--- config.mk ---
export PLATFORM = sky130hd
export DESIGN_NAME = ramp_ref_gen
export DESIGN_NICKNAME = d
export VERILOG_FILES = /design/src/rtl/ramp_pkg.sv /design/src/rtl/ramp_sel_sync.sv /design/src/rtl/ramp_target.sv /design/src/rtl/ramp_stepper.sv /design/src/rtl/ramp_ref_gen.sv
export SDC_FILE = /design/constraint.sdc
export NUM_CORES = 1
export LEC_CHECK = 0
export ABC_CLOCK_PERIOD_IN_PS = 5400
export BUFFER_PORTS_ARGS = -buffer_cell sky130_fd_sc_hd__buf_2
export CAP_MARGIN = 5
export CORE_MARGIN = 1
export CORE_UTILIZATION = 60
export DETAILED_ROUTE_END_ITERATION = 10
export GPL_TIMING_DRIVEN = 0
export HOLD_SLACK_MARGIN = 0.03
export PLACE_DENSITY = 0.79
export SLEW_MARGIN = 20
export SYNTH_ARGS = -nofsm -noshare
export SYNTH_HDL_FRONTEND = slang
export SYNTH_SLANG_ARGS = --single-unit
--- constraint.sdc ---
create_clock -name clk_i -period 5.4 [get_ports clk_i]
set_clock_uncertainty 0.1 [all_clocks]
set_input_delay 0.27 -clock clk_i [delete_from_list [all_inputs] [get_ports clk_i]]
set_output_delay 0.27 -clock clk_i [all_outputs]
set_load 0.01 [all_outputs]
--- src/rtl/ramp_pkg.sv ---
package ramp_pkg;
  typedef enum logic [1:0] {
    PH_IDLE = 2'd0,
    PH_SOFT = 2'd1,
    PH_MOVE = 2'd2
  } ramp_phase_e;
endpackage

--- src/rtl/ramp_sel_sync.sv ---
module ramp_sel_sync #(
  parameter int STAGES = 2
) (
  input  logic clk_i,
  input  logic rst_ni,
  input  logic d_i,
  output logic q_o
);
  logic [STAGES-1:0] chain_q;

  always_ff @(posedge clk_i or negedge rst_ni) begin
    if (!rst_ni) chain_q[0] <= 1'b0;
    else         chain_q[0] <= d_i;
  end

  for (genvar i = 1; i < STAGES; i++) begin : g_stage
    always_ff @(posedge clk_i or negedge rst_ni) begin
      if (!rst_ni) chain_q[i] <= 1'b0;
      else         chain_q[i] <= chain_q[i-1];
    end
  end

  assign q_o = chain_q[STAGES-1];
endmodule

--- src/rtl/ramp_target.sv ---
module ramp_target #(
  parameter int CODE_W  = 12,
  parameter bit HAS_SEL = 1'b1,
  parameter int TGT_LO  = 1800,
  parameter int TGT_HI  = 2650,
  parameter int TGT_FIX = 3300
) (
  input  logic              sel_i,
  output logic [CODE_W-1:0] tgt_o
);
  if (HAS_SEL) begin : g_sel
    assign tgt_o = sel_i ? CODE_W'(TGT_HI) : CODE_W'(TGT_LO);
  end else begin : g_fix
    logic unused_sel;
    assign unused_sel = sel_i;
    assign tgt_o = CODE_W'(TGT_FIX);
  end
endmodule

--- src/rtl/ramp_stepper.sv ---
module ramp_stepper
  import ramp_pkg::*;
#(
  parameter int CODE_W    = 12,
  parameter int SOFT_STEP = 18,
  parameter int MOVE_STEP = 10
) (
  input  logic              clk_i,
  input  logic              rst_ni,
  input  logic              run_i,
  input  logic              tick_i,
  input  logic [CODE_W-1:0] tgt_i,
  output logic [CODE_W-1:0] code_o,
  output ramp_phase_e       phase_o,
  output logic              done_o
);
  localparam logic [CODE_W-1:0] SoftInc = CODE_W'(SOFT_STEP);
  localparam logic [CODE_W-1:0] MoveInc = CODE_W'(MOVE_STEP);

  logic [CODE_W-1:0] code_q, code_d, inc, gap;
  ramp_phase_e       ph_q, ph_d;
  logic              step_en;

  assign step_en = run_i && tick_i && (ph_q != PH_IDLE);
  assign inc     = (ph_q == PH_SOFT) ? SoftInc : MoveInc;

  always_comb begin
    code_d = code_q;
    ph_d   = ph_q;
    gap    = '0;
    if (!run_i) begin
      code_d = '0;
      ph_d   = PH_IDLE;
    end else if (ph_q == PH_IDLE) begin
      ph_d = PH_SOFT;
    end else begin
      if (step_en) begin
        if (code_q < tgt_i) begin
          gap    = tgt_i - code_q;
          code_d = (gap <= inc) ? tgt_i : code_q + inc;
        end else if (code_q > tgt_i) begin
          gap    = code_q - tgt_i;
          code_d = (gap <= inc) ? tgt_i : code_q - inc;
        end
      end
      if (ph_q == PH_SOFT && code_d == tgt_i) ph_d = PH_MOVE;
    end
  end

  always_ff @(posedge clk_i or negedge rst_ni) begin
    if (!rst_ni) begin
      code_q <= '0;
      ph_q   <= PH_IDLE;
    end else begin
      code_q <= code_d;
      ph_q   <= ph_d;
    end
  end

  assign code_o  = code_q;
  assign phase_o = ph_q;
  assign done_o  = (ph_q != PH_IDLE) && (code_q == tgt_i);
endmodule

--- src/rtl/ramp_ref_gen.sv ---
module ramp_ref_gen
  import ramp_pkg::*;
#(
  parameter int CODE_W    = 12,
  parameter bit HAS_SEL   = 1'b1,
  parameter int TGT_LO    = 1800,
  parameter int TGT_HI    = 2650,
  parameter int TGT_FIX   = 3300,
  parameter int SOFT_STEP = 18,
  parameter int MOVE_STEP = 10,
  parameter int SYNC_LEN  = 2
) (
  input  logic              clk_i,
  input  logic              rst_ni,
  input  logic              run_i,
  input  logic              vsel_i,
  input  logic              tick_i,
  output logic [CODE_W-1:0] code_o,
  output logic              done_o
);
  logic              sel_s;
  logic [CODE_W-1:0] tgt_w;
  ramp_phase_e       phase_w;

  ramp_sel_sync #(.STAGES(SYNC_LEN)) u_sync (
    .clk_i(clk_i), .rst_ni(rst_ni), .d_i(vsel_i), .q_o(sel_s)
  );

  ramp_target #(
    .CODE_W(CODE_W), .HAS_SEL(HAS_SEL),
    .TGT_LO(TGT_LO), .TGT_HI(TGT_HI), .TGT_FIX(TGT_FIX)
  ) u_tgt (
    .sel_i(sel_s), .tgt_o(tgt_w)
  );

  ramp_stepper #(
    .CODE_W(CODE_W), .SOFT_STEP(SOFT_STEP), .MOVE_STEP(MOVE_STEP)
  ) u_step (
    .clk_i(clk_i), .rst_ni(rst_ni), .run_i(run_i), .tick_i(tick_i),
    .tgt_i(tgt_w), .code_o(code_o), .phase_o(phase_w), .done_o(done_o)
  );
endmodule

; ---- After elaboration in Yosys (flattened, before gate mapping)
; Cells that the tools add are included.
[classes]
n_addsub = 4
n_mul = 0
n_div = 0
order_cmp = 4
n_eq_ne = 5
shift = 0
n_mux = 14
bitwise_logic = 0
reduce_logical = 6
[op_table]
columns = cell, n
row1 = two-way mux 12 bit, 10
row2 = subtractor 12 bit, 3
row3 = == test 12 bit, 2
row4 = <= comparator 12 bit, 2
row5 = adder 12 bit, 1
row6 = > comparator 12 bit, 1
row7 = < comparator 12 bit, 1
row8 = two-way mux 2 bit, 3
row9 = two-way mux 5 bit, 1
row10 = logical AND 1 bit, 4
row11 = != test 3 x 1 -> 1 bit (second input constant), 1
row12 = == test 2 x 1 -> 1 bit (second input constant), 1
row13 = zero test 2 bit, 1
row14 = != test 2 bit (second input constant), 1
row15 = nonzero test 2 bit, 1
[totals]
ff_bits = 16
latchBits = 0
ramBits = 0
mem_bits_ro = 0
wordCells = 37
mem_count = 0

; ---- Logic depth before layout (Yosys ltp)
[logic_depth]
depth_word = 14
ltp_mapped = 19

; ---- Hierarchy
; Synthesis repeated with hierarchy kept, for this count alone.
[hier_totals]
cells_unflattened = 481
hier_area_um2 = 3651.0
[modules_own_cells]
columns = module, instances, cells_per_inst, area_each_um2, seq_area_each_um2
row1 = ramp_stepper, 1, 465, 3507.1, 350.3
row2 = ramp_target, 1, 14, 93.8, 0.0
row3 = ramp_sel_sync, 1, 2, 50.0, 50.0

; ---- Least setup slack after synthesis
; OpenSTA, ideal clock, no wires.
[synth_timing]
path_type = register to register
startpoint = reg u_step.code_q[1], in the netlist u_step.code_o[1]
endpoint = reg u_step.ph_q[0], in the netlist u_step.phase_o[0]
setup_time_ps = 121
arrival_ps = 3928
setup_slack_ps = 1251
stages_incl_launch_ff = 19
path_buffers = 1
cell_sequence = dfrtp_1 inv_1 ha_1 or3b_1 buf_6 nand2b_1 xor2_1 ha_1 o21a_1 nor2_1 o221ai_1 nor2_1 nand4_4 mux2_4 a211oi_1 a311o_1 or4_1 a21oi_2 nor3_1
[synth_via]
elab_chain_cells = 11
[synth_rtl]
columns = item, line_no
row1 = from (decl), ramp_stepper.sv:20  ; logic [CODE_W-1:0] code_q, code_d, inc, gap;
row2 = from (signal assigned), ramp_stepper.sv:55  ; code_q <= code_d;
row3 = subtractor 12 bit, ramp_stepper.sv:42  ; gap = code_q - tgt_i;
row4 = <= comparator 12 bit, ramp_stepper.sv:43  ; code_d = (gap <= inc) ? tgt_i : code_q - inc;
row5 = two-way mux 12 bit, ramp_stepper.sv:43
row6 = two-way mux 12 bit, ramp_stepper.sv:41  ; end else if (code_q > tgt_i) begin
row7 = two-way mux 12 bit, ramp_stepper.sv:38  ; if (code_q < tgt_i) begin
row8 = two-way mux 12 bit *, ramp_stepper.sv:37  ; if (step_en) begin
row9 = two-way mux 12 bit *, ramp_stepper.sv:34  ; end else if (ph_q == PH_IDLE) begin
row10 = two-way mux 12 bit *, ramp_stepper.sv:31  ; if (!run_i) begin
row11 = == test 12 bit *, ramp_stepper.sv:46  ; if (ph_q == PH_SOFT && code_d == tgt_i) ph_d = PH_MOVE;
row12 = logical AND 1 bit *, ramp_stepper.sv:46
row13 = != test 3 x 1 -> 1 bit (no source line) *, -
row14 = to (signal assigned), ramp_stepper.sv:56  ; ph_q <= ph_d;
row15 = to (decl), ramp_stepper.sv:21  ; ramp_phase_e ph_q, ph_d;
; Every way passes the cells marked *; elsewhere a longest branch is shown, timed or not. The select of a mux whose other input is x is not followed.
; A chain may end at the register's enable or synchronous reset.

; ---- Worst setup path after layout
[layout_timing]
startpoint = reg u_sync.chain_q[1], in the netlist u_sync.q_o
endpoint = reg u_step.ph_q[0], in the netlist u_step.phase_o[0]
[layout_via]
elab_chain_cells = 12
[layout_rtl]
columns = item, line_no
row1 = from (decl), ramp_sel_sync.sv:9  ; logic [STAGES-1:0] chain_q;
row2 = "from (signal, indexed assignment)", ramp_sel_sync.sv:19  ; else chain_q[i] <= chain_q[i-1];
row3 = two-way mux 12 bit *, ramp_target.sv:12  ; assign tgt_o = sel_i ? CODE_W'(TGT_HI) : CODE_W'(TGT_LO);
row4 = subtractor 12 bit, ramp_stepper.sv:42
row5 = <= comparator 12 bit, ramp_stepper.sv:43
row6 = two-way mux 12 bit, ramp_stepper.sv:43
row7 = two-way mux 12 bit, ramp_stepper.sv:41
row8 = two-way mux 12 bit, ramp_stepper.sv:38
row9 = two-way mux 12 bit, ramp_stepper.sv:37
row10 = two-way mux 12 bit, ramp_stepper.sv:34
row11 = two-way mux 12 bit, ramp_stepper.sv:31
row12 = == test 12 bit *, ramp_stepper.sv:46
row13 = logical AND 1 bit *, ramp_stepper.sv:46
row14 = != test 3 x 1 -> 1 bit (no source line) *, -
; Marked as above.

==> metrics.yaml <==
timing:
  fmax_mhz: 207
  worst_pin_slew_ps: 911
  period_needed_ps: 4820
  hold_slack_ps: 251
  fin_crit_sh_pct: 89.3
  rsz0062_at_grt: "no"
  fin_setup_tns_ps: 0
  maxSlewViolCount: 0
  relSlewSlack_pct: 38.7
  finalHoldViolations: 0
  setup_viol: 0
clock_tree:
  cts_hold_buf: 2
  clock_latency_ps: 260
  clockBufferDepth: 2
  clockRootBuffer: "clkbuf_8"
  cts_tree: "yes"
  ctsResizeCount: 0
  numCtsBuffers: 3
  clk_pin_slew_ps: 60
  numClockSinks: 16
  cts_setup_buffers: 0
  htreeDepth: 1
route:
  wl_per_cell_um: 18.2
  dr.pass1.iters: 5
  drc: 0
  drt_iter0_markers: 223
  ant_nets: 0
  viasPerCell: 6.70
  vias: 2685
  wirelength_mm: 7.29
setup_path:
  cp.required_ps: 5440
  critPathMaxFanout: 10
  worstPathArrival_ps: 4860
  startpoint_type: "register"
  r2r-end: "u_step.phase_o[0]$_DFFE_PN0P_"
  r2r_cells: 14
  r2r_slack_ps: 580
  critPathCaptureType: "register"
  cp-startpoint: "u_sync.q_o$_DFF_PN0_"
  critPathKind: "reg -> reg"
  reg2reg_from: "u_sync.q_o$_DFF_PN0_"
synthesis:
  synth-main-ff-cell: "dfrtp_1"
  syn_area_per_cell_um2: 7.73
  synth-seq-cells: 16
  synth_fa_ha_area_share_pct: 11.6
  syn_area_mm2: 0.00253
  synth_top_family_by_area: "simple AND/OR/NAND/NOR gates"
  synth_compound_gate_area_share_pct: 27.2
  synth_cell_type_count: 69
  yosys_warnings: 0
  postSynthCellCount: 328
  synth_edf_count: 0
  async_reset_ff_share_pct: 100
  synth-xor-area-share_pct: 5.18
  muxShareOfSynthArea_pct: 4.54
  yosysSeqAreaShare_pct: 15.8
  synth_simple_gate_area_share_pct: 29.5
  synth_fp_nets: 356
die:
  num_rows: 23
  die_w_um: 67
  core_mm2: 0.00403
  ios: 18
  die_h_um: 67
  initial_core_util_pct: 62.9
  die-area_mm2: 0.00449
pwr:
  swShare_pct: 36.8
  p_int_uw: 250
  leakage_uw: 0.00122
  ir_drop_mv: 0.137
  p_clk_share_pct: 27.8
  p_per_area_mw_per_mm2: 143
  pwr-share-comb_pct: 39.3
  p_seq_share_pct: 32.9
  netSwitchingPower_uw: 145
placement:
  dp_hpwl_mm: 5.60
  gp_congestion: 0.940
  numPortBuffers: 17
global_route:
  grt_usage_pct: 34.3
  grt_max_degree: 17
  use_met2_pct: 59.5
  top_usage_layer: "met2"
  use_met3_pct: 3.08
  grt-ovfl-total: 0
  use_met1_pct: 43.4
  grt_pass1_vias: 2405
  antenna_found_initial: 0
  grt_pass1_wl_mm: 11.5
flow_run:
  max-cap-violations: 0
worst_hold_path:
  hold_class: "reg -> reg"
  min_path_cells: 0
  min_from: "u_sync.chain_q[0]$_DFF_PN0_"
  hold_end: "u_sync.q_o$_DFF_PN0_"
finish:
  drive_gt1_share_pct: 13.1
  n_antenna_cell: 0
  finalNetCount: 380
  fillers: 374
  syn2layout_area_growth_pct: 8.79
run_status:
  status: "complete, no violations"
power by group through the flow:
stage	clock [uW]	sequential, uW	combinational, uW
after floorplan	0	131	116
after global placement	0	132	147
after detailed placement	0	132	151
after CTS	110	130	152
after global routing	115	130	170
final	110	130	155
synth_stat cells (4+ instances only):
| cell | number | area share (%) |
|---|---|---|
| nand4_1 | 5 | 1.2 |
| inv_1 | 18 | 2.7 |
| xnor2_1 | 8 | 2.8 |
| xor2_1 | 7 | 2.4 |
| nand2_1 | 22 | 3.3 |
| and3_1 | 4 | 0.99 |
| nand3_1 | 11 | 2.2 |
| nor3_1 | 15 | 3.0 |
| a21oi_1 | 21 | 4.1 |
| nor2b_1 | 4 | 0.99 |
| o211ai_1 | 6 | 1.8 |
| o21a_1 | 5 | 1.5 |
| nand2b_1 | 5 | 1.2 |
| nor2_1 | 32 | 4.7 |
| ha_1 | 22 | 11 |
| o21ai_0 | 14 | 2.8 |
| mux2i_1 | 10 | 3.9 |
| a211oi_1 | 5 | 1.5 |
| dfrtp_1 | 16 | 16 |
| clkbuf_1 | 9 | 1.3 |
| a31oi_1 | 4 | 0.99 |
| and2_1 | 7 | 1.7 |
routing by layer:
| layer | up-vias | part of all wire [%] |
|---|---|---|
| li1 | 1269 | - |
| met1 | 1271 | 43 |
| met2 | 124 | 48 |
| met3 | 21 | 5.9 |
| met4 | 0 | 2.6 |
| met5 | - | 0 |
cell families (layout without fill, tap and decap cells):
logic type / count (synthesis) / count (layout)
adder cells (fa/ha/maj): 23 / 23
buffers and inverters: 35 / 58
AND/OR/NAND/NOR: 133 / 133
flip-flops: 16 / 16
multiplexers: 11 / 11
AO/OA/AOI/OAI: 95 / 95
XOR/XNOR: 15 / 15
metrics by stage:
step	worst slack, ps	power, uW	cells	utilization (%)	area, um^2
final	580	395	401	68.4	2760
after CTS	654	392	401	68.4	2760
after global placement	712	279	395	66.6	2680
after global routing	323	415	401	68.4	2760
after detailed placement	667	282	395	66.6	2680
after floorplan	1250	247	328	-	2530
how the worst max path moves through the flow:
stage	endpoint	slack [ps]
global route	u_step.phase_o[0]$_DFFE_PN0P_	320
global placement	u_step.phase_o[0]$_DFFE_PN0P_	710
detailed placement	u_step.phase_o[0]$_DFFE_PN0P_	670
finish	u_step.phase_o[0]$_DFFE_PN0P_	580
floorplan	u_step.phase_o[0]$_DFFE_PN0P_	1250
CTS	u_step.phase_o[0]$_DFFE_PN0P_	650
sequential cells by signal (all words and copies together), names as in the netlist:
signal,cells
u_step.phase_o,2
u_step.code_o,12
u_sync.q_o,1
u_sync.chain_q,1
critical path, stage by stage (launching register included):
cell and delay, ps:
dfrtp_1 660, clkbuf_1 390, inv_1 270, ha_1 420, clkbuf_1 390, mux2i_1 130, a211oi_1 450, nand4_4 270
buf_2 270, mux2i_1 140, a221oi_1 440, nand2_1 80, or4_1 440, a21oi_2 170, nor3_1 60
final cells by class:
cell class                      instances  area (um^2)  share of cell area, %
Multi-Input combinational cell        277         1980                   71.8
Sequential cell                        16          400                   14.5
Timing Repair Buffer                   19          105                   3.81
Buffer                                 17         86.3                   3.13
Inverter                               18         67.6                   2.45
Tap cell                               50         62.6                   2.27
Clock buffer                            4         55.1                   2.00
layout by cell type, fill, tap and decap left out, types with 3 or more instances in the layout:
master and count:
nor2_1 32, nand2_1 22, ha_1 22, a21oi_1 21, buf_2 20, inv_1 18
dfrtp_1 16, nor3_1 15, o21ai_0 14, nand3_1 11, mux2i_1 10, clkbuf_1 9
xnor2_1 8, xor2_1 7, and2_1 7, o211ai_1 6, nand2b_1 5, o21a_1 5
a211oi_1 5, nand4_1 5, and3_1 4, nor2b_1 4, a31oi_1 4, clkbuf_8 4
nor4_1 3, buf_4 3, a311o_1 3, o22ai_1 3, or3_1 3, o221ai_1 3
or2_2 3, o21bai_1 3
No activity file was read; power rests on OpenSTA's default activity.
